$ cat src/rtl/pxu_pkg.sv
package pxu_pkg;

    typedef enum logic [0:0] {
        WALK_IDLE = 1'b0,
        WALK_WAIT = 1'b1
    } walk_state_e;

    localparam logic CFG_SEL_BASE = 1'b0;
    localparam logic CFG_SEL_LEN  = 1'b1;

endpackage

$ cat src/rtl/pxu_cfg_regs.sv
module pxu_cfg_regs #(
    parameter int PA_W  = 16,
    parameter int VPN_W = 8
) (
    input  logic             clk,
    input  logic             rst_n,
    input  logic             cfg_we,
    input  logic             cfg_sel,
    input  logic [PA_W-1:0]  cfg_wdata,
    output logic [PA_W-1:0]  ptbase,
    output logic [VPN_W:0]   ptlen,
    output logic             cfg_flush
);
    typedef struct packed {
        logic [PA_W-1:0] base;
        logic [VPN_W:0]  len;
    } cfg_state_t;

    cfg_state_t cfg_d, cfg_q;

    always_comb begin
        cfg_d = cfg_q;
        if (cfg_we) begin
            if (cfg_sel == pxu_pkg::CFG_SEL_LEN) begin
                cfg_d.len = cfg_wdata[VPN_W:0];
            end else begin
                cfg_d.base = cfg_wdata;
            end
        end
    end

    always_ff @(posedge clk) begin
        if (!rst_n) begin
            cfg_q <= '0;
        end else begin
            cfg_q <= cfg_d;
        end
    end

    assign ptbase    = cfg_q.base;
    assign ptlen     = cfg_q.len;
    assign cfg_flush = cfg_we;
endmodule

$ cat src/rtl/pxu_tlb.sv
module pxu_tlb #(
    parameter int VPN_W   = 8,
    parameter int PFN_W   = 8,
    parameter int ASID_W  = 4,
    parameter int ENTRIES = 8
) (
    input  logic               clk,
    input  logic               rst_n,
    input  logic [VPN_W-1:0]   lk_vpn,
    input  logic [ASID_W-1:0]  lk_asid,
    output logic               lk_hit,
    output logic [PFN_W-1:0]   lk_pfn,
    output logic [ENTRIES-1:0] hit_vec,
    input  logic               ins_en,
    input  logic [VPN_W-1:0]   ins_vpn,
    input  logic [ASID_W-1:0]  ins_asid,
    input  logic [PFN_W-1:0]   ins_pfn,
    input  logic               flush_all
);
    localparam int IDX_W = (ENTRIES > 1) ? $clog2(ENTRIES) : 1;
    localparam logic [IDX_W-1:0] LAST_IDX = IDX_W'(ENTRIES - 1);

    typedef struct packed {
        logic              vld;
        logic [ASID_W-1:0] asid;
        logic [VPN_W-1:0]  vpn;
        logic [PFN_W-1:0]  pfn;
    } slot_t;

    typedef struct packed {
        slot_t [ENTRIES-1:0] slot;
        logic  [IDX_W-1:0]   rr;
    } tlb_state_t;

    tlb_state_t tlb_d, tlb_q;
    logic [ENTRIES-1:0][PFN_W-1:0] pfn_masked;

    for (genvar g = 0; g < ENTRIES; g++) begin : g_match
        assign hit_vec[g] = tlb_q.slot[g].vld
                          && (tlb_q.slot[g].vpn  == lk_vpn)
                          && (tlb_q.slot[g].asid == lk_asid);
        assign pfn_masked[g] = {PFN_W{hit_vec[g]}} & tlb_q.slot[g].pfn;
    end

    always_comb begin
        lk_pfn = '0;
        for (int i = 0; i < ENTRIES; i++) begin
            lk_pfn = lk_pfn | pfn_masked[i];
        end
    end

    assign lk_hit = |hit_vec;

    always_comb begin
        tlb_d = tlb_q;
        if (ins_en) begin
            tlb_d.slot[tlb_q.rr].vld  = 1'b1;
            tlb_d.slot[tlb_q.rr].asid = ins_asid;
            tlb_d.slot[tlb_q.rr].vpn  = ins_vpn;
            tlb_d.slot[tlb_q.rr].pfn  = ins_pfn;
            if (tlb_q.rr == LAST_IDX) begin
                tlb_d.rr = '0;
            end else begin
                tlb_d.rr = tlb_q.rr + IDX_W'(1);
            end
        end
        if (flush_all) begin
            for (int i = 0; i < ENTRIES; i++) begin
                tlb_d.slot[i].vld = 1'b0;
            end
        end
    end

    always_ff @(posedge clk) begin
        if (!rst_n) begin
            tlb_q <= '0;
        end else begin
            tlb_q <= tlb_d;
        end
    end
endmodule

$ cat src/rtl/pxu_walk_ctrl.sv
module pxu_walk_ctrl #(
    parameter int PA_W   = 16,
    parameter int OFS_W  = 8,
    parameter int VPN_W  = 8,
    parameter int ASID_W = 4
) (
    input  logic              clk,
    input  logic              rst_n,
    input  logic              req_valid,
    output logic              req_ready,
    input  logic [VPN_W-1:0]  req_vpn,
    input  logic [OFS_W-1:0]  req_ofs,
    input  logic [ASID_W-1:0] req_asid,
    input  logic [PA_W-1:0]   ptbase,
    input  logic [VPN_W:0]    ptlen,
    input  logic              lk_hit,
    input  logic [PA_W-OFS_W-1:0] lk_pfn,
    output logic              rsp_valid,
    output logic [PA_W-1:0]   rsp_paddr,
    output logic              rsp_fault,
    output logic              mem_req,
    output logic [PA_W-1:0]   mem_addr,
    input  logic              mem_ack,
    input  logic [PA_W-OFS_W:0] mem_rdata,
    output logic              ins_en,
    output logic [VPN_W-1:0]  ins_vpn,
    output logic [ASID_W-1:0] ins_asid,
    output logic [PA_W-OFS_W-1:0] ins_pfn
);
    import pxu_pkg::*;

    localparam int PFN_W = PA_W - OFS_W;
    localparam int PTE_W = PFN_W + 1;

    typedef struct packed {
        walk_state_e       state;
        logic [VPN_W-1:0]  vpn;
        logic [OFS_W-1:0]  ofs;
        logic [ASID_W-1:0] asid;
        logic [PA_W-1:0]   mem_addr;
        logic              rsp_valid;
        logic              rsp_fault;
        logic [PA_W-1:0]   rsp_paddr;
    } walk_state_t;

    walk_state_t w_d, w_q;
    logic out_of_range;

    assign out_of_range = ({1'b0, req_vpn} >= ptlen);

    always_comb begin
        w_d           = w_q;
        w_d.rsp_valid = 1'b0;
        w_d.rsp_fault = 1'b0;
        w_d.rsp_paddr = '0;
        ins_en        = 1'b0;
        unique case (w_q.state)
            WALK_IDLE: begin
                if (req_valid) begin
                    w_d.vpn  = req_vpn;
                    w_d.ofs  = req_ofs;
                    w_d.asid = req_asid;
                    if (out_of_range) begin
                        w_d.rsp_valid = 1'b1;
                        w_d.rsp_fault = 1'b1;
                    end else if (lk_hit) begin
                        w_d.rsp_valid = 1'b1;
                        w_d.rsp_paddr = {lk_pfn, req_ofs};
                    end else begin
                        w_d.state    = WALK_WAIT;
                        w_d.mem_addr = ptbase + PA_W'(req_vpn);
                    end
                end
            end
            WALK_WAIT: begin
                if (mem_ack) begin
                    w_d.state     = WALK_IDLE;
                    w_d.rsp_valid = 1'b1;
                    if (mem_rdata[PTE_W-1]) begin
                        w_d.rsp_paddr = {mem_rdata[PFN_W-1:0], w_q.ofs};
                        ins_en        = 1'b1;
                    end else begin
                        w_d.rsp_fault = 1'b1;
                    end
                end
            end
            default: w_d.state = WALK_IDLE;
        endcase
    end

    always_ff @(posedge clk) begin
        if (!rst_n) begin
            w_q <= '0;
        end else begin
            w_q <= w_d;
        end
    end

    assign req_ready = (w_q.state == WALK_IDLE);
    assign mem_req   = (w_q.state == WALK_WAIT);
    assign mem_addr  = w_q.mem_addr;
    assign rsp_valid = w_q.rsp_valid;
    assign rsp_fault = w_q.rsp_fault;
    assign rsp_paddr = w_q.rsp_paddr;
    assign ins_vpn   = w_q.vpn;
    assign ins_asid  = w_q.asid;
    assign ins_pfn   = mem_rdata[PFN_W-1:0];
endmodule

$ cat src/rtl/page_xlate_unit.sv
module page_xlate_unit #(
    parameter int VA_W    = 16,
    parameter int PA_W    = 16,
    parameter int OFS_W   = 8,
    parameter int ASID_W  = 4,
    parameter int ENTRIES = 8
) (
    input  logic                    clk,
    input  logic                    rst_n,
    input  logic                    req_valid,
    output logic                    req_ready,
    input  logic [VA_W-1:0]         req_vaddr,
    input  logic [ASID_W-1:0]       req_asid,
    output logic                    rsp_valid,
    output logic [PA_W-1:0]         rsp_paddr,
    output logic                    rsp_fault,
    input  logic                    flush,
    input  logic                    cfg_we,
    input  logic                    cfg_sel,
    input  logic [PA_W-1:0]         cfg_wdata,
    output logic                    mem_req,
    output logic [PA_W-1:0]         mem_addr,
    input  logic                    mem_ack,
    input  logic [PA_W-OFS_W:0]     mem_rdata
);
    localparam int VPN_W = VA_W - OFS_W;
    localparam int PFN_W = PA_W - OFS_W;

    logic [VPN_W-1:0]   req_vpn;
    logic [OFS_W-1:0]   req_ofs;
    logic [PA_W-1:0]    ptbase;
    logic [VPN_W:0]     ptlen;
    logic               cfg_flush;
    logic               flush_all;
    logic               lk_hit;
    logic [PFN_W-1:0]   lk_pfn;
    logic [ENTRIES-1:0] hit_vec;
    logic               ins_en;
    logic [VPN_W-1:0]   ins_vpn;
    logic [ASID_W-1:0]  ins_asid;
    logic [PFN_W-1:0]   ins_pfn;

    assign req_vpn   = req_vaddr[VA_W-1:OFS_W];
    assign req_ofs   = req_vaddr[OFS_W-1:0];
    assign flush_all = flush | cfg_flush;

    pxu_cfg_regs #(.PA_W(PA_W), .VPN_W(VPN_W)) u_cfg (
        .clk(clk), .rst_n(rst_n),
        .cfg_we(cfg_we), .cfg_sel(cfg_sel), .cfg_wdata(cfg_wdata),
        .ptbase(ptbase), .ptlen(ptlen), .cfg_flush(cfg_flush)
    );

    pxu_tlb #(.VPN_W(VPN_W), .PFN_W(PFN_W), .ASID_W(ASID_W), .ENTRIES(ENTRIES)) u_tlb (
        .clk(clk), .rst_n(rst_n),
        .lk_vpn(req_vpn), .lk_asid(req_asid),
        .lk_hit(lk_hit), .lk_pfn(lk_pfn), .hit_vec(hit_vec),
        .ins_en(ins_en), .ins_vpn(ins_vpn), .ins_asid(ins_asid), .ins_pfn(ins_pfn),
        .flush_all(flush_all)
    );

    pxu_walk_ctrl #(.PA_W(PA_W), .OFS_W(OFS_W), .VPN_W(VPN_W), .ASID_W(ASID_W)) u_walk (
        .clk(clk), .rst_n(rst_n),
        .req_valid(req_valid), .req_ready(req_ready),
        .req_vpn(req_vpn), .req_ofs(req_ofs), .req_asid(req_asid),
        .ptbase(ptbase), .ptlen(ptlen),
        .lk_hit(lk_hit), .lk_pfn(lk_pfn),
        .rsp_valid(rsp_valid), .rsp_paddr(rsp_paddr), .rsp_fault(rsp_fault),
        .mem_req(mem_req), .mem_addr(mem_addr),
        .mem_ack(mem_ack), .mem_rdata(mem_rdata),
        .ins_en(ins_en), .ins_vpn(ins_vpn), .ins_asid(ins_asid), .ins_pfn(ins_pfn)
    );
endmodule

$ cat config.mk
export PLATFORM = sky130hd
export DESIGN_NAME = page_xlate_unit
export DESIGN_NICKNAME = d
export VERILOG_FILES = /design/src/rtl/pxu_pkg.sv /design/src/rtl/pxu_cfg_regs.sv /design/src/rtl/pxu_tlb.sv /design/src/rtl/pxu_walk_ctrl.sv /design/src/rtl/page_xlate_unit.sv
export SDC_FILE = /design/constraint.sdc
export NUM_CORES = 1
export LEC_CHECK = 0
export BUFFER_PORTS_ARGS = -buffer_cell sky130_fd_sc_hd__buf_4
export CAP_MARGIN = 40
export CORE_MARGIN = 4
export CORE_UTILIZATION = 50
export CTS_CLUSTER_SIZE = 24
export DETAILED_ROUTE_END_ITERATION = 8
export GPL_TIMING_DRIVEN = 0
export HOLD_SLACK_MARGIN = 0.02
export PLACE_DENSITY = 0.77
export SLEW_MARGIN = 10
export SYNTH_ARGS = -nofsm -noshare
export SYNTH_HDL_FRONTEND = slang
export SYNTH_SLANG_ARGS = --single-unit
export TNS_END_PERCENT = 1
$ cat constraint.sdc
create_clock -name clk -period 4.34 [get_ports clk]
set_input_delay 0.217 -clock clk [delete_from_list [all_inputs] [get_ports clk]]
set_output_delay 0.217 -clock clk [all_outputs]
set_load 0.1 [all_outputs]
After elaboration in Yosys (flattened, before gate mapping)
Cells that the tools add are included.
{ "classes": {"addsub": 2, "muxes": 32, "bitwise": 21, "n_eq_ne": 17, "reduce_logical": 23, "n_lt_le_gt_ge": 3} }
{ "op_table": {"columns": ["op", "n"], "rows": [
  ["$bwmux 168", 4],
  ["$demux 21 s3", 4],
  ["$mux 16", 6],
  ["$and 8x8->8", 8],
  ["$eq 8x8->1", 8],
  ["$or 8x8->8", 7],
  ["$mux 55", 1],
  ["$pmux 18 s2", 1],
  ["$eq 4x4->1", 8],
  ["$mux 21", 1],
  ["$mux 20", 1],
  ["$mux 18", 1],
  ["$logic_and 1x1->1", 17],
  ["$add 16x8->16", 1],
  ["$mux 1", 10],
  ["$ge 8x9->1", 1],
  ["$mux 8", 1],
  ["$reduce_or 8->1", 1],
  ["$reduce_and 2->1", 3],
  ["$not 1->1", 5],
  ["$lt 3x4->1 const B", 1],
  ["$reduce_and 4->1", 1],
  ["$add 3x1->3 const B", 1],
  ["$eq 3x3->1 const B", 1],
  ["other kinds (5)", 5]
]} }
{ "word_totals": {"word_cells": 141, "inputBits": 52, "register_bits": 251, "output_inout_bits": 36} }

Logic depth before layout (Yosys ltp)
Gate-level depths: netlist of run 1.
{ "logic_depth": {"depth_word": 15, "ltp_mapped": 12, "mapped_depth_nobuf": 10} }

By module
Synthesis of run 1 repeated with hierarchy kept, for this count alone.
{ "hier_totals": {"cells_unflattened": 1519, "hier_area_um2": 12857.3} }
{ "by_module_without_submodules": {"columns": ["module", "area_per_inst_um2", "n_inst", "seq_area_each_um2", "cells_per_inst"], "rows": [
  ["pxu_tlb", 8763.4, 1, 3423.3, 1057],
  ["pxu_walk_ctrl", 3086.7, 1, 1101.1, 359],
  ["pxu_cfg_regs", 1001.0, 1, 500.5, 102],
  ["page_xlate_unit", 6.3, 1, 0.0, 1]
]} }

Worst setup path before layout of run 1
Ideal clock, no wire load.
{ "synth_path": {"path_type": "register to register", "from": "reg u_walk.w_q, in the netlist u_walk.mem_req", "to": "reg u_walk.w_q, in the netlist u_walk.mem_addr[10]", "required_time_ns": 4.268, "slack_ns": 1.631, "t_arrival_ns": 2.638, "path_buffers": 2, "path_stages_with_launch": 7, "period_less_slack_ns": 2.709, "cell_sequence": "dfxtp_1 inv_1 nand2_1 or2_1 buf_4 buf_8 mux2i_1"} }
{ "synth_between": {"elab_chain_cells": 2} }
{ "synth_lines": {"columns": ["item", "line", "source"], "rows": [
  ["start, declared", "pxu_walk_ctrl.sv:46", "walk_state_t w_d, w_q;"],
  ["start signal, assigned", "pxu_walk_ctrl.sv:95", "w_q <= w_d;"],
  ["$not 1->1 (no source line)", null, null],
  ["named net req_ready", "page_xlate_unit.sv:11", "output logic req_ready,"],
  ["$reduce_and 4->1 (no source line)", null, null]
]} }
The timed path passes the listed nets, and every way through them passes these cells.
A chain may end at the register's enable or synchronous reset.

Final worst setup path of run 1
{ "layout_path": {"from": "reg u_cfg.cfg_q, in the netlist u_cfg.ptlen[2]", "to": "reg u_walk.w_q, in the netlist u_walk.rsp_paddr[15]"} }
{ "layout_between": {"elab_chain_cells": 4} }
{ "layout_lines": {"columns": ["item", "line", "source"], "rows": [
  ["start, declared", "pxu_cfg_regs.sv:19", "cfg_state_t cfg_d, cfg_q;"],
  ["start signal, assigned", "pxu_cfg_regs.sv:36", "cfg_q <= cfg_d;"],
  ["$ge 8x9->1", "pxu_walk_ctrl.sv:49", "assign out_of_range = ({1'b0, req_vpn} >= ptlen);"],
  ["$mux 16", "pxu_walk_ctrl.sv:63", "if (out_of_range) begin"],
  ["$mux 55", "pxu_walk_ctrl.sv:59", "if (req_valid) begin"],
  ["$pmux 18 s2", "pxu_walk_ctrl.sv:57", "unique case (w_q.state)"]
]} }
No other way between the ends.

==> impl_metrics.py, run 1 <==
metrics = {
    "floorplanning": {
        "rows": 56,
        "start_util_pct": 50.8,
        "die_height_um": 162,
        "ioPinCount": 88,
        "die_w_um": 162,
        "coreArea_sq_um": 23500,
        "dieArea_sq_um": 26400,
    },
    "clocking": {
        "cts_tree": "built",
        "cts.htree.levels": 1,
        "clock_path_buffers": 3,
        "numCtsBuffers": 28,
        "clk_pin_slew_worst_paths_ps": 60,
        "cts_sinks": 251,
        "insertion_delay_ps": 550,
        "root_buffer": "clkbuf_16",
        "post_cts_buffers": 0,
    },
    "sta": {
        "skew_ps": 17.0,
        "tightest_slew_ps": 893,
        "slew_headroom_pct": 40.5,
        "rsz0062_at_grt": "no",
        "period_needed_ps": 3260,
        "setup_violations": 0,
        "finalMaxSlewViolations": 0,
        "holdWs_ps": 38.2,
        "final-hold-violation-count": 0,
        "clock.fmax_mhz": 307,
        "fin_crit_sh_pct": 75.1,
        "setup-tns-final_ps": 0,
    },
    "synthesis": {
        "yosys-top-cells-count": "nand2_1 (469), dfxtp_1 (251), a21boi_0 (207)",
        "synth_async_sr_flop_share_pct": 0,
        "yosysWarnings": 0,
        "yosysSeqAreaShare_pct": 42.2,
        "synthesis.area_sq_um": 11900,
        "synthesis.instances": 1431,
        "synth_top_area_cell": "dfxtp_1",
        "synth-seq-cells": 251,
        "yosys-top-cells-area": "dfxtp_1 (42%), nand2_1 (15%), a21boi_0 (13%)",
        "synthDistinctLibCells": 48,
        "synth_edf_count": 0,
        "post-synth-top-count-cell": "nand2_1",
        "ys.flop_type": "dfxtp_1",
        "syn_area_per_cell_sq_um": 8.33,
        "synth_top_area_share_pct": 42.2,
        "synth_nets": 1502,
    },
    "min_path": {
        "hold_class": "in -> reg",
    },
    "power": {
        "finalPower_mw": 5.29,
        "comb_power_share_pct": 10.7,
        "p_leak_nw": 4.93,
        "peakVddDrop_uv": 342,
        "powerDensity_nw_per_um2": 375,
        "p_seq_share_pct": 44.7,
        "p_switching_mw": 1.34,
        "swShare_pct": 25.3,
        "p_clk_share_pct": 44.6,
        "p_int_mw": 3.95,
    },
    "routing": {
        "drt_iter0_drc": 814,
        "ant_nets": 0,
        "vias": 10400,
        "drt_first_pass_iters": 5,
        "wirelength_um": 33900,
        "post_drt_via_cell_ratio": 5.46,
        "wl_per_cell_um": 17.8,
        "drc": 0,
    },
    "grt": {
        "grt.total_usage_pct": 25.0,
        "grt_pass1_vias": 9963,
        "antenna_found_initial": 0,
        "grt_pass1_wl_um": 52700,
        "grt_start_max_net_pins": 15,
        "overflow": 0,
    },
    "worst_setup_path": {
        "cp.depth": 10,
        "r2r_end": "u_walk.rsp_paddr[15]",
        "cpMostUsedCell": "o21ai_1",
        "worstPathRequired_ps": 4790,
        "crit_family": "compound AO/OA/AOI/OAI gates",
        "crit_path_end_kind": "flop",
        "crit_path_max_incr_delay_ps": 650,
        "worstPathCellList": "inv_1, ha_1, a21oi_1, o21ai_1, a211o_1, a311oi_1, nand2b_1, clkbuf_1, nand4_2, o21ai_1",
        "endpoint": "u_walk.rsp_paddr[15]",
        "worstPathMaxFanout": 10,
        "reg2reg_depth": 10,
        "start_kind": "flop",
        "r2r-start": "u_cfg.ptlen[2]",
        "path_buf_inv": 2,
        "slowest_stage": "a311oi_1",
        "arrival_ps": 3710,
        "crit_path_start": "u_cfg.ptlen[2]",
        "path_class": "reg -> reg",
        "r2r_slack_ps": 1080,
    },
    "finish": {
        "final_util_pct": 60.0,
        "diodes": 0,
        "multi_input_area_sq_um": 6090,
        "syn_to_final_growth_pct": 18.1,
        "drive_gt1_share_pct": 11.4,
        "nFillCells": 2035,
        "nets": 1635,
        "regArea_sq_um": 5020,
    },
    "placed_design": {
        "numPortBuffers": 74,
        "gp_congestion": 0.906,
        "dp.final_hpwl_um": 23300,
    },
    "run_status": {
        "status": "complete, no violations",
    },
    "flow_run": {
        "max-cap-violations": 0,
    },
}
==> flip-flops by register name (all words and copies together) (netlist names) <==
signal            flops
u_walk.mem_addr      16
u_walk.mem_req        1
u_walk.rsp_valid      1
u_cfg.ptbase         16
u_tlb.tlb_q         171
u_walk.w_q            8
u_cfg.ptlen           9
u_walk.ins_vpn        8
u_walk.ins_asid       4
u_walk.rsp_fault      1
u_walk.rsp_paddr     16
==> final cells by class <==
cell class / instances / share of cell area, %
plain buffers: 144 / 5.33
clock buffers: 40 / 5.72
clock inverters: 9 / 0.782
inverters: 15 / 0.400
multi-input cells: 1021 / 43.3
flip-flops and latches: 251 / 35.7
well taps: 319 / 2.83
repair buffers: 103 / 5.99
==> metal layers <==
metal  GRT usage, %  wire length, um  vias up
met2           43.0            16100      377
met1           32.3            14000     4955
met4           8.88             1230        0
li1               -                -     4967
met3           3.47             2500       87
met5              0                0        -
==> logic make-up after synthesis <==
group | Yosys count | share of synthesized area (%)
simple gates | 587 | 21.8
mux | 15 | 1.26
xor+xnor | 109 | 8.01
buf+inv | 159 | 6.77
compound gates | 291 | 18.0
fa+ha+maj | 19 | 2.06
flops | 251 | 42.2
==> power groups by stage <==
stage          clock network, mW  registers, mW  logic, mW
5_1_grt                     2.47           2.36      0.601
3_5_place_dp                   0           2.41      0.537
4_1_cts                     2.37           2.36      0.560
3_3_place_gp                   0           2.41      0.528
2_1_floorplan                  0           2.42      0.356
6_report                    2.36           2.36      0.567
==> worst min path at each step <==
stage	startpoint	to	slack [ps]	depth (start not counted)
after floorplan	cfg_wdata[0]	u_cfg.ptbase[0]	360	2
after global placement	u_walk.w_q[38]	u_walk.rsp_paddr[0]	440	2
after detailed placement	u_walk.w_q[39]	u_walk.rsp_paddr[1]	450	2
after CTS	mem_rdata[8]	u_walk.rsp_fault	30	3
after global routing	mem_rdata[8]	u_walk.rsp_fault	50	3
final	mem_rdata[8]	u_walk.rsp_fault	40	3
==> placed cells by master, fill, tap and decap left out, drive strengths merged, types with 4 or more instances in the layout <==
| cell type | n |
|---|---|
| nor4 | 10 |
| inv | 16 |
| clkinv | 6 |
| a22oi | 32 |
| nor2b | 5 |
| o21a | 8 |
| xnor2 | 106 |
| dlygate4sd3 | 28 |
| or2 | 4 |
| nor3 | 8 |
| and4 | 8 |
| and3 | 4 |
| nand4 | 26 |
| nand2 | 469 |
| nor2 | 13 |
| mux2i | 15 |
| clkbuf | 136 |
| a21oi | 6 |
| nand2b | 8 |
| nand3 | 25 |
| a21boi | 218 |
| dfxtp | 251 |
| o21ai | 14 |
| buf | 123 |
| ha | 18 |
==> worst reg2reg max path, cell delays in order (launching register included) <==
cell      delay [ps]
dfxtp_1          330
inv_1             40
ha_1             280
a21oi_1          120
o21ai_1           90
a211o_1          310
a311oi_1         650
nand2b_1         190
clkbuf_1         420
nand4_2          390
o21ai_1          350
==> per-stage QoR <==
stage	setup WS, ps	area [sq um]	std cells
2_1_floorplan	1630	11900	1431
3_3_place_gp	940	12900	1824
3_5_place_dp	903	12900	1825
4_1_cts	1120	14100	1902
5_1_grt	918	14100	1902
6_report	1080	14100	1902
==> timing repair <==
item / in CTS / in global routing
endpoints found under the hold margin: 45 / 0
resized for setup: 0 / 0
hold buffers: 28 / 0
Note: power is estimated with default switching activity, not from simulation.
==> run 2: changes to the inputs <==
==> constraint.sdc (replaced) <==
create_clock -name clk -period 3.4 [get_ports clk]
set_input_delay 0.17 -clock clk [delete_from_list [all_inputs] [get_ports clk]]
set_output_delay 0.17 -clock clk [all_outputs]
set_load 0.1 [all_outputs]
==> impl_metrics.py, run 2 (same netlist as run 1, synthesis figures left out) <==
metrics = {
    "run_status": {
        "status": "complete, no violations",
    },
    "floorplanning": {
        "die_height_um": 162,
        "coreArea_sq_um": 23500,
        "start_util_pct": 50.8,
        "rows": 56,
        "die_w_um": 162,
        "dieArea_sq_um": 26400,
        "ioPinCount": 88,
    },
    "routing": {
        "wirelength_um": 34000,
        "vias": 10400,
        "drt_first_pass_iters": 5,
        "drt_iter0_drc": 760,
        "ant_nets": 0,
        "post_drt_via_cell_ratio": 5.46,
        "wl_per_cell_um": 17.9,
        "drc": 0,
    },
    "power": {
        "peakVddDrop_uv": 437,
        "powerDensity_nw_per_um2": 479,
        "finalPower_mw": 6.76,
        "p_leak_nw": 4.94,
    },
    "sta": {
        "period_needed_ps": 3040,
        "rsz0062_at_grt": "no",
        "fin_crit_sh_pct": 89.3,
        "tightest_slew_ps": 923,
        "skew_ps": 13.5,
        "clock.fmax_mhz": 329,
        "finalMaxSlewViolations": 0,
        "setup_violations": 0,
        "slew_headroom_pct": 38.5,
        "setup-tns-final_ps": 0,
        "fin_ws_ps": 362,
        "holdWs_ps": 38.1,
        "final-hold-violation-count": 0,
    },
    "placed_design": {
        "preCtsSetupSlack_ps": 10.4,
        "numPortBuffers": 74,
        "gp_congestion": 0.906,
        "place_inst": 1825,
        "placed_cell_area_sq_um": 12900,
        "dp.final_hpwl_um": 23300,
    },
    "worst_setup_path": {
        "worstPathRequired_ps": 3840,
        "reg2reg_depth": 10,
        "arrival_ps": 3480,
        "r2r-start": "u_cfg.ptlen[2]",
        "crit_path_start": "u_cfg.ptlen[2]",
        "start_kind": "flop",
        "crit_path_end_kind": "flop",
        "r2r_end": "u_walk.rsp_paddr[15]",
        "path_class": "reg -> reg",
        "worstPathMaxFanout": 10,
        "r2r_slack_ps": 360,
    },
    "finish": {
        "diodes": 0,
        "final_util_pct": 60.1,
        "largest_reg_flops": 171,
        "nets": 1637,
        "layout_common_cells": "nand2_1 (469), dfxtp_1 (251), a21boi_0 (207)",
        "regMostFlops": "u_tlb.tlb_q",
        "drive_gt1_share_pct": 11.4,
        "final_area_sq_um": 14100,
        "syn_to_final_growth_pct": 18.4,
        "final_cell_count_no_fill": 1904,
        "final_common_cell": "nand2_1",
    },
    "grt": {
        "grt_start_max_net_pins": 15,
        "grt_pass1_vias": 9971,
        "overflow": 0,
        "grt.total_usage_pct": 25.0,
        "antenna_found_initial": 0,
        "grt_pass1_wl_um": 52700,
    },
    "clocking": {
        "cts_tree": "built",
        "clk_pin_slew_worst_paths_ps": 60,
        "post_cts_buffers": 0,
        "cts.htree.levels": 1,
        "numCtsBuffers": 28,
        "clock_path_buffers": 3,
        "cts_sinks": 251,
        "root_buffer": "clkbuf_16",
        "insertion_delay_ps": 540,
    },
    "min_path": {
        "whs_endpoint": "u_walk.ins_asid[3]",
        "min-delay-start": "req_asid[3]",
        "min_delay_path_depth": 3,
        "hold_class": "in -> reg",
    },
    "flow_run": {
        "max-cap-violations": 0,
    },
}
## run 2: repair_timing
| item | in CTS | in global routing |
|---|---|---|
| endpoints found under the setup margin | 0 | 1 |
| hold buffers | 30 | 0 |
| endpoints found under the hold margin | 47 | 0 |
| resized for setup | 0 | 1 |
## run 2: final cells by class
cell class	count	area (sq um)
plain buffers	144	751
clock buffers	40	806
clock inverters	9	110
fillers	2032	9360
inverters	15	56.3
multi-input cells	1021	6100
flip-flops and latches	251	5020
well taps	319	399
repair buffers	105	863
## run 2: critical path, cell delays in order (launching register included)
cell and delay [ps]:
dfxtp_1 330, inv_1 40, ha_1 280, a21oi_1 120, o21ai_1 90, a211o_1 310, a311oi_2 440, nand2b_1 160
clkbuf_1 420, nand4_2 390, o21ai_1 350
## run 2: worst max-delay path by stage
| stage | endpoint | depth (start not counted) | slack, ps |
|---|---|---|---|
| 2_1_floorplan | u_walk.mem_addr[10] | 6 | 690 |
| 3_3_place_gp | u_walk.rsp_paddr[15] | 12 | 50 |
| 3_5_place_dp | u_walk.rsp_paddr[15] | 12 | 10 |
| 4_1_cts | u_walk.rsp_paddr[15] | 10 | 180 |
| 5_1_grt | u_walk.rsp_paddr[15] | 10 | 210 |
| 6_report | u_walk.rsp_paddr[15] | 10 | 360 |
## run 2: where the power goes
| group | total, mW | internal (mW) | switching, mW | leakage [nW] |
|---|---|---|---|---|
| Sequential | 3.01 | 2.99 | 0.0260 | 2.03 |
| Clock | 3.02 | 1.79 | 1.23 | 0.455 |
| Combinational | 0.727 | 0.263 | 0.464 | 2.45 |
| Total | 6.76 | 5.04 | 1.72 | 4.94 |
## run 2: layer usage
metal	wire [um]	track usage (%)	share of wire, %	up-vias
met2	16200	43.1	48	348
li1	-	-	-	4966
met5	0	0	0	-
met3	2230	3.42	6.6	73
met4	1120	8.73	3.3	0
met1	14400	32.3	42	5016
==> run 3: changes to the inputs <==
--- a/config.mk
+++ b/config.mk
@@ -5,15 +5,16 @@
 export SDC_FILE = /design/constraint.sdc
 export NUM_CORES = 1
 export LEC_CHECK = 0
+export ABC_AREA = 1
 export BUFFER_PORTS_ARGS = -buffer_cell sky130_fd_sc_hd__buf_4
 export CAP_MARGIN = 40
 export CORE_MARGIN = 4
-export CORE_UTILIZATION = 50
+export CORE_UTILIZATION = 49
 export CTS_CLUSTER_SIZE = 24
 export DETAILED_ROUTE_END_ITERATION = 8
 export GPL_TIMING_DRIVEN = 0
 export HOLD_SLACK_MARGIN = 0.02
-export PLACE_DENSITY = 0.77
+export PLACE_DENSITY = 0.76
 export SLEW_MARGIN = 10
 export SYNTH_ARGS = -nofsm -noshare
 export SYNTH_HDL_FRONTEND = slang
==> impl_metrics.py, run 3 <==
metrics = {
    "finish": {
        "nets": 2106,
        "final_area_sq_um": 14800,
        "diodes": 0,
        "final_common_cell": "nand2_1",
        "syn_to_final_growth_pct": 18.6,
        "drive_gt1_share_pct": 10.5,
        "final_util_pct": 58.9,
        "regMostFlops": "u_tlb.tlb_q",
        "layout_common_cells": "nand2_1 (470), nor2_1 (282), dfxtp_1 (251)",
        "largest_reg_flops": 171,
        "nFillCells": 2325,
    },
    "floorplanning": {
        "dieArea_sq_um": 28100,
        "rows": 58,
        "coreArea_sq_um": 25200,
        "die_height_um": 168,
        "die_w_um": 168,
        "ioPinCount": 88,
        "start_util_pct": 49.7,
    },
    "grt": {
        "grt_start_max_net_pins": 14,
        "antenna_found_initial": 0,
        "grt_pass1_wl_um": 65600,
        "overflow": 0,
        "grt_pass1_vias": 12400,
        "grt.total_usage_pct": 29.2,
    },
    "worst_setup_path": {
        "worstPathMaxFanout": 3,
        "path_class": "reg -> reg",
        "r2r_slack_ps": 1010,
        "r2r-start": "u_cfg.ptbase[0]",
        "crit_path_start": "u_cfg.ptbase[0]",
        "path_buf_inv": 2,
        "crit_path_max_incr_delay_ps": 390,
        "crit_family": "simple AND/OR/NAND/NOR gates",
        "worstPathRequired_ps": 3880,
        "worstPathCellList": "ha_1, inv_1, fa_1, nand3b_1, nand3_1, inv_1, o21ai_0, nand3_1, nor2_1, xor2_1, nor2_1, nor2_1",
        "slowest_stage": "fa_1",
        "cp.depth": 12,
        "endpoint": "u_walk.mem_addr[14]",
        "start_kind": "flop",
        "arrival_ps": 2870,
        "cpMostUsedCell": "nor2_1",
        "reg2reg_depth": 12,
        "r2r_end": "u_walk.mem_addr[14]",
        "crit_path_end_kind": "flop",
    },
    "clocking": {
        "insertion_delay_ps": 540,
        "cts_tree": "built",
        "numCtsBuffers": 28,
        "clock_path_buffers": 3,
        "cts_sinks": 251,
        "post_cts_buffers": 0,
        "clk_pin_slew_worst_paths_ps": 60,
        "root_buffer": "clkbuf_16",
        "cts.htree.levels": 1,
    },
    "power": {
        "p_leak_nw": 6.50,
        "powerDensity_nw_per_um2": 483,
        "peakVddDrop_uv": 451,
    },
    "sta": {
        "slew_headroom_pct": 48.6,
        "tightest_slew_ps": 768,
        "finalMaxSlewViolations": 0,
        "setup_violations": 0,
        "fin_ws_ps": 1010,
        "rsz0062_at_grt": "no",
        "setup-tns-final_ps": 0,
        "fin_crit_sh_pct": 70.4,
        "clock.fmax_mhz": 418,
        "skew_ps": 14.1,
        "period_needed_ps": 2390,
        "final-hold-violation-count": 0,
        "holdWs_ps": 107,
    },
    "synthesis": {
        "yosysWarnings": 0,
        "yosysSeqAreaShare_pct": 40.2,
        "yosys-top-cells-area": "dfxtp_1 (40%), nand2_1 (14%), nor2_1 (8.5%)",
        "synthXorXnorAreaFrac_pct": 1.96,
        "synth_top_area_cell": "dfxtp_1",
        "synthesis.area_sq_um": 12500,
        "synth_adder_area_share_pct": 1.96,
        "yosys-top-cells-count": "nand2_1 (470), nor2_1 (282), dfxtp_1 (251)",
        "synth-seq-cells": 251,
        "synthDistinctLibCells": 34,
        "synth_top_family_by_area": "simple AND/OR/NAND/NOR gates",
        "synth_top_area_share_pct": 40.2,
        "synth-compound-area-share_pct": 17.1,
        "synthMuxAreaShare_pct": 0,
        "syn_area_per_cell_sq_um": 6.64,
        "ys.flop_type": "dfxtp_1",
        "synthesis.instances": 1885,
        "synth_async_sr_flop_share_pct": 0,
        "post-synth-top-count-cell": "nand2_1",
        "synth_edf_count": 0,
        "synth_nets": 1956,
        "synth-simple-area-share_pct": 28.1,
    },
    "routing": {
        "post_drt_via_cell_ratio": 5.48,
        "drc": 0,
        "ant_nets": 0,
        "drt_iter0_drc": 1458,
        "vias": 13000,
        "drt_first_pass_iters": 7,
        "wirelength_um": 42400,
        "wl_per_cell_um": 17.8,
    },
    "placed_design": {
        "dp.final_hpwl_um": 29300,
        "numPortBuffers": 83,
        "placed_cell_area_sq_um": 13500,
        "gp_congestion": 0.951,
        "preCtsSetupSlack_ps": 795,
    },
    "min_path": {
        "hold_class": "in -> reg",
    },
    "flow_run": {
        "max-cap-violations": 0,
    },
    "run_status": {
        "status": "complete, no violations",
    },
}
-- run 3: worst min path at each step --
stage	cells past startpoint	endpoint	slack, ps	from
final	3	u_walk.ins_vpn[5]	110	req_vaddr[13]
after global routing	3	u_walk.ins_vpn[5]	130	req_vaddr[13]
after CTS	3	u_walk.ins_vpn[5]	90	req_vaddr[13]
after detailed placement	3	u_cfg.ptbase[11]	400	cfg_wdata[11]
after global placement	3	u_cfg.ptbase[10]	390	cfg_wdata[10]
after floorplan	2	u_cfg.ptbase[0]	300	cfg_wdata[0]
-- run 3: routing by layer --
metal  GRT usage (%)  routed length [um]  vias to the layer above
met2            47.2               19100                      687
li1                -                   -                     6285
met3            4.72                4440                      141
met5               0                   0                        -
met4            13.7                2250                        0
met1            38.1               16600                     5934
-- run 3: logic make-up after synthesis --
group                      count (synthesis)
and+or+nand+nor                          872
AOI/OAI and AO/OA                        415
buffers and inverters                    300
DFF                                      251
xor gates and xnor gates                  28
adders and majority gates                 19
-- run 3: power breakdown --
group	total [mW]	switching (mW)	internal, mW
sequential	3.12	0.0960	3.02
clock	3.04	1.20	1.84
combinational	1.02	0.701	0.314
-- run 3: worst register-to-register path: cells and delay by family, from the launching register on --
family	cells	cell delay, ps
simple gates	6	790
fa+ha+maj	2	580
compound gates	1	350
flops	1	340
xor+xnor	1	160
buf+inv	2	120
-- run 3: what timing repair did --
action / CTS / global route
hold endpoints to repair: 64 / 0
endpoints found under the setup margin: 0 / 0
resized for setup: 0 / 0
hold buffers: 37 / 0
-- run 3: layout make-up --
type                            count  area, sq um  share of cell area, %
Clock inverter                      5         75.1                  0.506
Buffer                            109          613                   4.13
Sequential cell                   251         5020                   33.9
Timing Repair Buffer              120          993                   6.70
Multi-Input combinational cell   1334         6140                   41.4
Inverter                          191          724                   4.89
Tap cell                          330          413                   2.78
Clock buffer                       41          841                   5.67
-- run 3: metrics by stage --
| stage | total power, mW | cells |
|---|---|---|
| 2_1_floorplan | 3.80 | 1885 |
| 3_5_place_dp | 4.13 | 2298 |
| 5_1_grt | 7.40 | 2381 |
| 3_3_place_gp | 4.12 | 2298 |
| 4_1_cts | 7.16 | 2381 |
| 6_report | 7.17 | 2381 |
